<file path="config.mk">
export PLATFORM = sky130hd
export DESIGN_NAME = pcm_level_meter
export DESIGN_NICKNAME = d
export VERILOG_FILES = /design/src/rtl/pcm_level_meter.sv
export SDC_FILE = /design/constraint.sdc
export NUM_CORES = 1
export LEC_CHECK = 0
export BUFFER_PORTS_ARGS = -buffer_cell sky130_fd_sc_hd__buf_2
export CELL_PAD_IN_SITES_DETAIL_PLACEMENT = 2
export CELL_PAD_IN_SITES_GLOBAL_PLACEMENT = 2
export CORE_ASPECT_RATIO = 0.6
export CORE_MARGIN = 3
export CORE_UTILIZATION = 28
export CTS_BUF_LIST = sky130_fd_sc_hd__clkbuf_8
export CTS_CLUSTER_SIZE = 40
export DETAILED_ROUTE_END_ITERATION = 8
export PLACE_DENSITY = 0.71
export RECOVER_POWER = 25
export SYNTH_ARGS = -nofsm -noshare
export SYNTH_HDL_FRONTEND = slang
export SYNTH_SLANG_ARGS = --single-unit
</file>
<file path="constraint.sdc">
create_clock -name clk -period 3.62 [get_ports clk]
set_input_delay 0 -clock clk [delete_from_list [all_inputs] [get_ports clk]]
set_output_delay 0 -clock clk [all_outputs]
set_load 0.03 [all_outputs]
</file>
<file path="src/rtl/pcm_level_meter.sv">
module pcm_level_meter #(
  parameter int NCH   = 4,
  parameter int SW    = 16,
  parameter int CW    = 8,
  parameter int SHIFT = 7
) (
  input  logic              clk,
  input  logic              rst_n,
  input  logic              samp_valid,
  input  logic [NCH*SW-1:0] samp_data,
  input  logic [1:0]        reg_addr,
  input  logic              reg_wr,
  input  logic              reg_rd,
  input  logic [7:0]        reg_wdata,
  output logic [7:0]        reg_rdata
);
  localparam int RW  = 15;
  localparam int CHW = $clog2(NCH);

  logic [7:0]    ctrl_q;
  logic [CW-1:0] lim_q;
  logic [CW-1:0] nsamp;
  logic [RW-1:0] acc;
  logic [RW-1:0] res;
  logic          ready;

  wire           en   = ctrl_q[0];
  wire           mode = ctrl_q[1];
  wire [CHW-1:0] chs  = ctrl_q[2 +: CHW];
  wire           run  = en & mode;

  logic [SW-1:0] lane [NCH];
  for (genvar g = 0; g < NCH; g++) begin : g_lane
    assign lane[g] = samp_data[g*SW +: SW];
  end

  wire [SW-1:0] sel    = lane[chs];
  wire [SW-1:0] negv   = -sel;
  wire [SW-1:0] absraw = sel[SW-1] ? negv : sel;
  wire [RW-1:0] mag15  = absraw[SW-1] ? {RW{1'b1}} : absraw[RW-1:0];
  wire [RW-1:0] magsh  = mag15 >> SHIFT;
  wire [RW:0]   sum    = {1'b0, acc} + {1'b0, magsh};
  wire [RW-1:0] sumsat = sum[RW] ? {RW{1'b1}} : sum[RW-1:0];

  wire [CW-1:0] lim_eff = (lim_q == '0) ? CW'(1) : lim_q;
  wire          last    = ({1'b0, nsamp} + (CW+1)'(1)) >= {1'b0, lim_eff};

  wire wr_ctrl = reg_wr && reg_addr == 2'd0;
  wire wr_lim  = reg_wr && reg_addr == 2'd1;
  wire ch_chg  = wr_ctrl && (reg_wdata[2 +: CHW] != chs);
  wire restart = !run || wr_lim || ch_chg;
  wire latch   = !restart && samp_valid && last;
  wire hi_rd   = reg_rd && reg_addr == 2'd3;

  always_ff @(posedge clk or negedge rst_n) begin
    if (!rst_n) begin
      ctrl_q <= '0;
      lim_q  <= '0;
    end else begin
      if (wr_ctrl) ctrl_q <= reg_wdata;
      if (wr_lim)  lim_q  <= reg_wdata[CW-1:0];
    end
  end

  always_ff @(posedge clk or negedge rst_n) begin
    if (!rst_n) begin
      acc   <= '0;
      nsamp <= '0;
      res   <= '0;
    end else if (restart) begin
      acc   <= '0;
      nsamp <= '0;
    end else if (samp_valid) begin
      if (last) begin
        res   <= sumsat;
        acc   <= '0;
        nsamp <= '0;
      end else begin
        acc   <= sumsat;
        nsamp <= nsamp + CW'(1);
      end
    end
  end

  always_ff @(posedge clk or negedge rst_n) begin
    if (!rst_n)     ready <= 1'b0;
    else if (latch) ready <= 1'b1;
    else if (hi_rd) ready <= 1'b0;
  end

  always_comb begin
    case (reg_addr)
      2'd0:    reg_rdata = ctrl_q;
      2'd1:    reg_rdata = 8'(lim_q);
      2'd2:    reg_rdata = {res[6:0], ready};
      default: reg_rdata = res[14:7];
    endcase
  end
endmodule

</file>
==> results of run 1 <==
==> per-stage QoR <==
step	worst slack, ns	instances	cell area, µm²	total power [mW]	hold WS, ns
after CTS	-0.0834	689	5220	2.32	0.108
after global routing	-0.347	700	5550	2.66	0.114
final	-0.188	700	5550	2.52	0.123
after global placement	-0.176	661	4710	1.76	0.137
after floorplan	0.0766	378	3820	1.38	-0.296
after detailed placement	-0.286	661	4710	1.81	0.135
==> area by class of cell <==
type / instances / area (µm²)
Clock buffer: 5 / 68.8
Fill cell: 1380 / 7540
Tap cell: 170 / 213
Inverter: 12 / 45.0
Sequential cell: 55 / 1380
Timing Repair Buffer: 165 / 1090
Multi-Input combinational cell: 290 / 2740
Clock inverter: 3 / 20.0
==> sequential cells by signal, summed over array words and instances, names as in the netlist <==
register	cells
acc	15
ready	1
nsamp	8
res	15
ctrl_q	8
lim_q	8
==> cell families (layout without fill, tap and decap cells) <==
kind of cell / after synthesis / in the layout / synth area share
simple gates: 113 / 113 / 0.151
buf+inv: 33 / 185 / 0.0426
xor+xnor: 16 / 16 / 0.0367
mux: 36 / 36 / 0.153
fa+ha+maj: 18 / 18 / 0.0610
compound gates: 107 / 107 / 0.195
flops: 55 / 55 / 0.361
==> report_power, final <==
part / switching [mW] / leakage (nW) / internal (mW)
sequential: 0.0901 / 0.726 / 0.705
combinational: 0.712 / 1.70 / 0.634
clock: 0.240 / 0.0460 / 0.137
total: 1.04 / 2.47 / 1.48
==> cell usage in the layout (no fill, tap or decap), types with 4 or more instances in the layout <==
master	count
a21oi_2	8
dlygate4sd3_1	10
o21ai_2	5
o21ai_4	4
a21oi_1	9
buf_4	55
inv_1	11
xor2_1	6
mux2_2	16
o21ai_0	10
nand2_1	21
dfrtp_1	54
nor3_1	4
nor4_1	5
o31a_1	4
nor2_4	5
o21a_1	10
a31oi_1	5
a21o_1	6
nand4_1	5
clkbuf_8	5
a22o_1	9
o211ai_1	5
buf_6	13
xnor2_1	8
nor2_1	31
mux4_2	16
ha_4	5
ha_1	11
buf_2	84
nand3_1	9
==> tightest hold or removal path, delay by kind of cell <==
kind / cells / cell delay, ns
AOI/OAI and AO/OA: 1 / 0.11
buffers and inverters: 1 / 0.20
and+or+nand+nor: 1 / 0.11
==> layer usage <==
metal / routed length [µm] / vias to the layer above / track usage
li1: - / 1733 / -
met3: 609 / 9 / 0.0329
met4: 87 / 0 / 0.0240
met2: 7960 / 78 / 0.331
met1: 8080 / 2021 / 0.299
met5: 0 / - / 0
==> how the worst min path moves through the flow <==
stage,from,end,slack (ns),cells past startpoint
floorplan,rst_n,acc[0],-0.30,0
global placement,rst_n,res[12],0.14,1
detailed placement,rst_n,ctrl_q[5],0.14,1
CTS,reg_addr[1],ready,0.11,3
global route,reg_addr[1],ready,0.11,3
finish,reg_addr[1],ready,0.12,3
==> what timing repair did <==
action                                 in CTS  in global routing
setup endpoints to repair                  29                 30
endpoints found under the hold margin      49                  0
hold buffers                               10                  0
gates cloned                                0                  0
buffers inserted                           10                 11
resized for setup                          65                 50
pin swaps                                  18                 23
==> results.py, run 1 <==
metrics = {
    "setup_path": {
        "endpoint": "acc[14]",
        "path_depth": 17,
        "path_class": "register to register",
        "reg2reg_depth": 17,
        "cp.buffers_inverters": 4,
        "required_ns": 3.84,
        "crit_fanout": 6,
        "reg2reg_to": "acc[14]",
        "crit_chain": "buf_6, buf_6, nor4b_2, nand2_1, a21boi_4, buf_4, nor2_4, o21ai_0, o31ai_2, ha_4, nor2b_4, o31a_1, buf_4, nor4_2, nor3_1, a211o_1, a32o_1",
        "critPathLaunch": "ctrl_q[2]",
        "r2r_slack_ns": -0.19,
        "crit_path_max_incr_delay_ns": 0.43,
        "critPathTopFamily": "compound AO/OA/AOI/OAI gates",
        "crit_path_top_delay_cell": "dfrtp_2",
        "startpoint_type": "register",
        "end_kind": "register",
        "rr_startpoint": "ctrl_q[2]",
        "worstPathArrival_ns": 4.02,
    },
    "synthesis": {
        "synth_edf_count": 0,
        "synth_top_area_frac": 0.361,
        "synth-seq-cells": 55,
        "synthDistinctLibCells": 59,
        "synthArstFlopShare": 1.00,
        "synth_top_flop_cell": "dfrtp_1",
        "synth_area_mm2": 0.00382,
        "synth.most_common_cell": "dfrtp_1",
        "syn-num-nets": 475,
        "yosys_warnings": 0,
        "synthTopCellsByCount": "55 x dfrtp_1, 38 x nor2_1, 21 x nand2_1",
        "avgSynthCellArea_um2": 10.1,
        "synth_top_area_cell": "dfrtp_1",
        "ys_seq_area_frac": 0.361,
        "synth.top_cells.by_area": "dfrtp_1 36%, mux4_2 9.4%, ha_1 5.6%",
        "synthCells": 378,
    },
    "drt": {
        "postRouteAntennaNets": 0,
        "via_count": 3841,
        "drt_pass1_iterations": 4,
        "first_iter_violations": 145,
        "drt-wirelength-per-cell_um": 23.9,
        "vias_per_cell": 5.49,
        "route.detailed.drc": 0,
        "wirelength_mm": 16.7,
    },
    "floorplanning": {
        "row_count": 32,
        "start_util": 0.291,
        "die_w_um": 157,
        "pin_count": 87,
        "die_h_um": 96.4,
        "die_area_mm2": 0.0151,
        "design.core.area_mm2": 0.0131,
    },
    "cts": {
        "path_clk_slew_ns": 0.12,
        "clock_sink_count": 55,
        "insertion_delay_ns": 0.34,
        "numCtsBuffers": 5,
        "htree_levels": 2,
        "cts_root_buffer": "clkbuf_8",
        "cts_tree": "built",
        "cts.path.max_buffers": 2,
    },
    "layout": {
        "fin_util": 0.424,
        "finish.net_count": 626,
        "area_growth_pct": 45.5,
        "antenna_cells": 0,
        "drive_gt1_frac": 0.496,
    },
    "timing": {
        "fin_skew_ns": 0.0178,
        "grt_setup_unrepaired": "true",
        "period_share": 1.05,
        "fmax_mhz": 263,
        "worst_slack_ns": -0.188,
        "worstMarginPinSlew_ns": 1.93,
        "setup-violations-final": 14,
        "post-route-min-period_ns": 3.81,
        "finalHoldViolations": 0,
        "finalMaxSlewViolations": 34,
        "finalSetupTns_ns": -0.733,
        "slew_headroom": -0.285,
    },
    "placement": {
        "io_buffers": 86,
        "gp_congestion": 0.835,
        "dp_hpwl_mm": 11.8,
    },
    "grt": {
        "grt_max_degree": 34,
        "grt_pass1_vias": 4109,
        "grt_use_total": 0.205,
        "grt-ovfl-total": 0,
        "antenna_found_initial": 0,
        "grt_pass1_wl_mm": 23.5,
    },
    "run": {
        "cap_violations": 1,
    },
    "min_path": {
        "hold_class": "input port to register",
    },
    "power": {
        "p_per_area_mw_per_mm2": 454,
        "p_leak_nw": 2.47,
        "ir_worst_vdd_uv": 206,
    },
    "run_status": {
        "violations": "max-capacitance violations, max-slew violations, negative setup slack",
        "outcome": "complete, but fails checks",
    },
}
Note: power is estimated with default switching activity, not from simulation.
==> inputs of run 2 (changes only) <==
--- a/config.mk
+++ b/config.mk
@@ -8,10 +8,11 @@
 export BUFFER_PORTS_ARGS = -buffer_cell sky130_fd_sc_hd__buf_2
 export CELL_PAD_IN_SITES_DETAIL_PLACEMENT = 2
 export CELL_PAD_IN_SITES_GLOBAL_PLACEMENT = 2
-export CORE_ASPECT_RATIO = 0.6
+export CORE_ASPECT_RATIO = 0.7
 export CORE_MARGIN = 3
 export CORE_UTILIZATION = 28
 export CTS_BUF_LIST = sky130_fd_sc_hd__clkbuf_8
+export CTS_CLUSTER_DIAMETER = 120
 export CTS_CLUSTER_SIZE = 40
 export DETAILED_ROUTE_END_ITERATION = 8
 export PLACE_DENSITY = 0.71
==> run 2 against run 1 <==
Compared with the run above: the flow finishes with violations (negative setup slack); cell count is 3.6% higher; critical path depth is 1 lower; flip-flop and latch count stayed put; hold slack worse by 0.0086 ns; via count is 0.65% higher; total power is 4.1% higher; largest cell class unchanged.
==> results.py, run 2 (synthesis gave the netlist of run 1 again) <==
metrics = {
    "run_status": {
        "outcome": "complete, but fails checks",
        "violations": "negative setup slack",
    },
    "drt": {
        "postRouteAntennaNets": 0,
        "wirelength_mm": 17.6,
        "drt-wirelength-per-cell_um": 24.3,
        "vias_per_cell": 5.33,
        "route.detailed.drc": 0,
        "first_iter_violations": 209,
        "via_count": 3866,
        "drt_pass1_iterations": 4,
    },
    "timing": {
        "finalMaxSlewViolations": 0,
        "worstMarginPinSlew_ns": 1.22,
        "grt_setup_unrepaired": "true",
        "fmax_mhz": 259,
        "fin_skew_ns": 0.0197,
        "period_share": 1.07,
        "finalSetupTns_ns": -3.86,
        "slew_headroom": 0.187,
        "finalHoldViolations": 0,
        "post-route-min-period_ns": 3.87,
        "worst_slack_ns": -0.245,
        "setup-violations-final": 30,
        "hold_slack_ns": 0.114,
    },
    "setup_path": {
        "reg2reg_depth": 16,
        "startpoint_type": "register",
        "required_ns": 3.87,
        "crit_fanout": 6,
        "endpoint": "acc[13]",
        "end_kind": "register",
        "critPathLaunch": "ctrl_q[2]",
        "path_class": "register to register",
        "rr_startpoint": "ctrl_q[2]",
        "worstPathArrival_ns": 4.11,
        "reg2reg_to": "acc[13]",
        "r2r_slack_ns": -0.25,
    },
    "layout": {
        "finish.net_count": 635,
        "multi_input_area_mm2": 0.00273,
        "fillCellCount": 1422,
        "area_growth_pct": 47.9,
        "reg_top3": "acc: 15 flops, res: 15 flops",
        "final_common_cell": "buf_2",
        "final_cell_mix": "84 x buf_2, 62 x buf_4, 55 x dfrtp_1",
        "fin_util": 0.427,
        "drive_gt1_frac": 0.516,
        "register_area_mm2": 0.00138,
        "stdcell_count": 725,
    },
    "placement": {
        "dp_hpwl_mm": 11.5,
        "dpl.cell_count": 683,
        "io_buffers": 86,
        "gp_congestion": 0.837,
    },
    "cts": {
        "htree_levels": 2,
        "cts_tree": "built",
        "cts.path.max_buffers": 2,
        "insertion_delay_ns": 0.35,
        "numCtsBuffers": 5,
        "path_clk_slew_ns": 0.12,
        "clock_sink_count": 55,
        "cts_root_buffer": "clkbuf_8",
    },
    "power": {
        "p_total_mw": 2.62,
        "p_per_area_mw_per_mm2": 465,
        "p_leak_nw": 2.52,
        "ir_worst_vdd_uv": 218,
    },
    "floorplanning": {
        "start_util": 0.289,
        "design.core.area_mm2": 0.0132,
        "die_area_mm2": 0.0151,
        "die_h_um": 104,
        "pin_count": 87,
        "die_w_um": 146,
        "row_count": 35,
    },
    "grt": {
        "grt_use_total": 0.210,
        "antenna_found_initial": 1,
        "grt_pass1_vias": 4241,
        "grt_pass1_wl_mm": 25.0,
        "grt_max_degree": 46,
        "grt-ovfl-total": 0,
    },
    "min_path": {
        "hold_class": "input port to register",
    },
    "run": {
        "cap_violations": 0,
    },
}
==> run 2: metrics by stage <==
stage	cell area (µm²)	worst slack (ns)
after floorplan	3820	0.0766
after global placement	4780	-0.0999
after detailed placement	4780	-0.289
after CTS	5270	-0.129
after global routing	5640	-0.409
final	5640	-0.245
==> run 2: worst min-delay path by stage <==
stage,from,endpoint,cells after the start
global route,reg_addr[1],ready,3
finish,reg_addr[1],ready,3
floorplan,rst_n,acc[0],0
global placement,rst_n,acc[7],1
detailed placement,rst_n,acc[7],1
CTS,rst_n,acc[7],2
==> run 2: critical path: stages (launching register included) <==
cell and delay, ns:
dfrtp_1 0.41, buf_6 0.16, mux4_2 0.59, buf_4 0.18, nor2_4 0.13, o21ai_4 0.11
o31a_1 0.26, o21a_1 0.23, ha_4 0.31, o211ai_1 0.14, buf_4 0.18, o21ai_4 0.15
a31oi_4 0.12, buf_6 0.14, or3_4 0.37, a21o_1 0.19, o211ai_1 0.08
==> run 2: cell type report <==
class / count / area share
antenna: 1 / 0.000443
clock buffer: 5 / 0.0122
clock inverter: 3 / 0.00399
inverter: 12 / 0.00798
multi-input combinational: 290 / 0.483
sequential: 55 / 0.244
tap: 185 / 0.0410
timing repair buffer: 174 / 0.207
==> run 2: metal layers <==
metal	wire (µm)	part of all wire	vias up	GRT usage
met5	0	0	-	0
met4	227	0.013	0	0.0305
met3	448	0.025	17	0.0293
met2	8810	0.50	54	0.344
met1	8100	0.46	2046	0.303
li1	-	-	1749	-
==> run 2: timing repair <==
| item | CTS | global route |
|---|---|---|
| hold buffers | 10 | 0 |
| hold endpoints to repair | 27 | 0 |
| buffers inserted | 14 | 10 |
| pin swaps | 25 | 12 |
| setup endpoints to repair | 30 | 30 |
| gates resized for setup | 53 | 71 |
==> run 2: power breakdown <==
group / switching (mW) / leakage, nW / internal [mW]
sequential: 0.0908 / 0.727 / 0.705
combinational: 0.759 / 1.74 / 0.679
clock: 0.249 / 0.0485 / 0.140
total: 1.10 / 2.52 / 1.52
==> inputs of run 3 (changes only) <==
--- a/config.mk
+++ b/config.mk
@@ -10,12 +10,13 @@
 export CELL_PAD_IN_SITES_GLOBAL_PLACEMENT = 2
 export CORE_ASPECT_RATIO = 0.7
 export CORE_MARGIN = 3
-export CORE_UTILIZATION = 28
+export CORE_UTILIZATION = 31
 export CTS_BUF_LIST = sky130_fd_sc_hd__clkbuf_8
 export CTS_CLUSTER_DIAMETER = 120
 export CTS_CLUSTER_SIZE = 40
 export DETAILED_ROUTE_END_ITERATION = 8
-export PLACE_DENSITY = 0.71
+export GPL_TIMING_DRIVEN = 0
+export PLACE_DENSITY = 0.78
 export RECOVER_POWER = 25
 export SYNTH_ARGS = -nofsm -noshare
 export SYNTH_HDL_FRONTEND = slang
==> run 3 against run 2 <==
Compared with the run above: the run ends with max-capacitance violations, max-slew violations, negative setup slack left; highest routed layer unchanged; via count grew 1.3%; first-iteration DRC count is 25% higher; total power down 4.0%; register-to-register slack got worse by 0.05 ns; critical endpoint is now acc[12].
==> results.py, run 3 (synthesis gave the netlist of run 1 again) <==
metrics = {
    "placement": {
        "io_buffers": 86,
        "dpl.cell_count": 621,
        "placed_area_mm2": 0.00444,
        "pre_cts_ws_ns": -0.963,
        "gp_congestion": 0.835,
        "dp_hpwl_mm": 11.0,
    },
    "layout": {
        "reg_top3": "acc: 15 flops, res: 15 flops",
        "finish.net_count": 619,
        "final_common_cell": "buf_2",
        "final_cell_mix": "87 x buf_2, 54 x dfrtp_1, 46 x buf_4",
        "fillCellCount": 1214,
        "finalInstanceArea_mm2": 0.00541,
        "fin_util": 0.457,
        "stdcell_count": 680,
        "area_growth_pct": 41.8,
        "antenna_cells": 0,
        "drive_gt1_frac": 0.470,
    },
    "cts": {
        "htree_levels": 2,
        "numCtsBuffers": 5,
        "cts_tree": "built",
        "insertion_delay_ns": 0.33,
        "cts_root_buffer": "clkbuf_8",
        "clock_sink_count": 55,
        "cts.path.max_buffers": 2,
        "path_clk_slew_ns": 0.12,
    },
    "run": {
        "cap_violations": 1,
    },
    "setup_path": {
        "reg2reg_depth": 14,
        "r2r_slack_ns": -0.30,
        "rr_startpoint": "ctrl_q[2]",
        "cp.buffers_inverters": 2,
        "end_kind": "register",
        "crit_path_frequent_cell": "o21a_1",
        "reg2reg_to": "acc[12]",
        "startpoint_type": "register",
        "crit_fanout": 8,
        "required_ns": 3.84,
        "critPathTopFamily": "compound AO/OA/AOI/OAI gates",
        "path_class": "register to register",
        "crit_path_max_incr_delay_ns": 0.62,
        "worstPathArrival_ns": 4.14,
        "crit_chain": "buf_8, mux4_2, nor4_4, o21ai_4, o211a_1, nor3_4, ha_4, o21a_1, o21a_1, o2111ai_2, clkbuf_8, o31a_1, a21oi_1, a21o_1",
        "crit_path_top_delay_cell": "mux4_2",
    },
    "drt": {
        "via_count": 3915,
        "wirelength_mm": 18.2,
        "drt_pass1_iterations": 4,
        "postRouteAntennaNets": 0,
        "drt-wirelength-per-cell_um": 26.8,
        "route.detailed.drc": 0,
        "first_iter_violations": 261,
        "vias_per_cell": 5.76,
    },
    "floorplanning": {
        "pin_count": 87,
        "design.core.area_mm2": 0.0119,
        "start_util": 0.322,
        "die_area_mm2": 0.0137,
        "row_count": 33,
        "die_h_um": 98.8,
        "die_w_um": 139,
    },
    "grt": {
        "antenna_found_initial": 0,
        "grt_pass1_vias": 4291,
        "grt_max_degree": 56,
        "grt_pass1_wl_mm": 25.4,
        "grt_use_total": 0.237,
        "grt-ovfl-total": 0,
    },
    "timing": {
        "worst_slack_ns": -0.297,
        "finalMaxSlewViolations": 55,
        "setup-violations-final": 30,
        "slew_headroom": -0.00518,
        "fmax_mhz": 255,
        "finalHoldViolations": 0,
        "fin_skew_ns": 0.0113,
        "post-route-min-period_ns": 3.92,
        "period_share": 1.08,
        "finalSetupTns_ns": -6.14,
        "worstMarginPinSlew_ns": 1.51,
        "grt_setup_unrepaired": "true",
        "hold_slack_ns": 0.151,
    },
    "min_path": {
        "hold_path_depth": 3,
        "holdCritStartpoint": "reg_addr[1]",
        "whs_endpoint": "ctrl_q[0]",
        "hold_class": "input port to register",
    },
    "run_status": {
        "outcome": "complete, but fails checks",
        "violations": "max-capacitance violations, max-slew violations, negative setup slack",
    },
    "power": {
        "p_total_mw": 2.52,
        "p_per_area_mw_per_mm2": 465,
        "ir_worst_vdd_uv": 173,
        "p_leak_nw": 2.43,
    },
}
## run 3: changes by cell type in the layout (fill, tap and decap cells not counted), moves of 5 or more
| cell | delta |
|---|---|
| clkbuf_1 | +5 |
| a21oi_1 | +5 |
| buf_6 | -10 |
| buf_4 | -16 |
## run 3: area by class of cell
cell class                 instances  area [µm²]  share of cell area
multi-input combinational        290        2720               0.502
sequential                        55        1380               0.255
timing repair buffer             140         871               0.161
tap                              157         196              0.0363
buffer                            18         123              0.0227
clock buffer                       5        68.8              0.0127
inverter                          12        45.0             0.00832
clock inverter                     3        16.3             0.00301
## run 3: power breakdown
group          switching [mW]  internal (mW)
registers              0.0881          0.705
logic                   0.751          0.601
clock network           0.239          0.134
total                    1.08           1.44
## run 3: worst reg2reg max path, stage by stage (launching register included)
cell and delay [ns]:
dfrtp_1 0.38, buf_8 0.16, mux4_2 0.62, nor4_4 0.40, o21ai_4 0.15, o211a_1 0.27
nor3_4 0.27, ha_4 0.27, o21a_1 0.15, o21a_1 0.23, o2111ai_2 0.25, clkbuf_8 0.21
o31a_1 0.19, a21oi_1 0.09, a21o_1 0.17
## run 3: timing repair
action                     CTS  global route
hold endpoints to repair    30             0
gates cloned                 0             0
hold buffers                10             0
setup endpoints to repair   30            31
gates resized for setup     72            39
buffers inserted            33            11
pin swaps                   18            29
## run 3: worst max path at each step
stage                         start      end  cells after the start
after global routing      ctrl_q[2]  acc[12]                     16
after global placement    ctrl_q[3]   res[6]                     14
after floorplan           ctrl_q[2]  res[14]                     13
after CTS                 ctrl_q[2]  acc[12]                     15
after detailed placement  ctrl_q[3]   res[6]                     14
final                     ctrl_q[2]  acc[12]                     14
## run 3: routing by layer
layer,share of wire,vias up,GRT usage
met5,0,-,0
met4,0.032,0,0.0571
met3,0.037,37,0.0436
met2,0.50,109,0.385
met1,0.43,2050,0.331
li1,-,1719,-
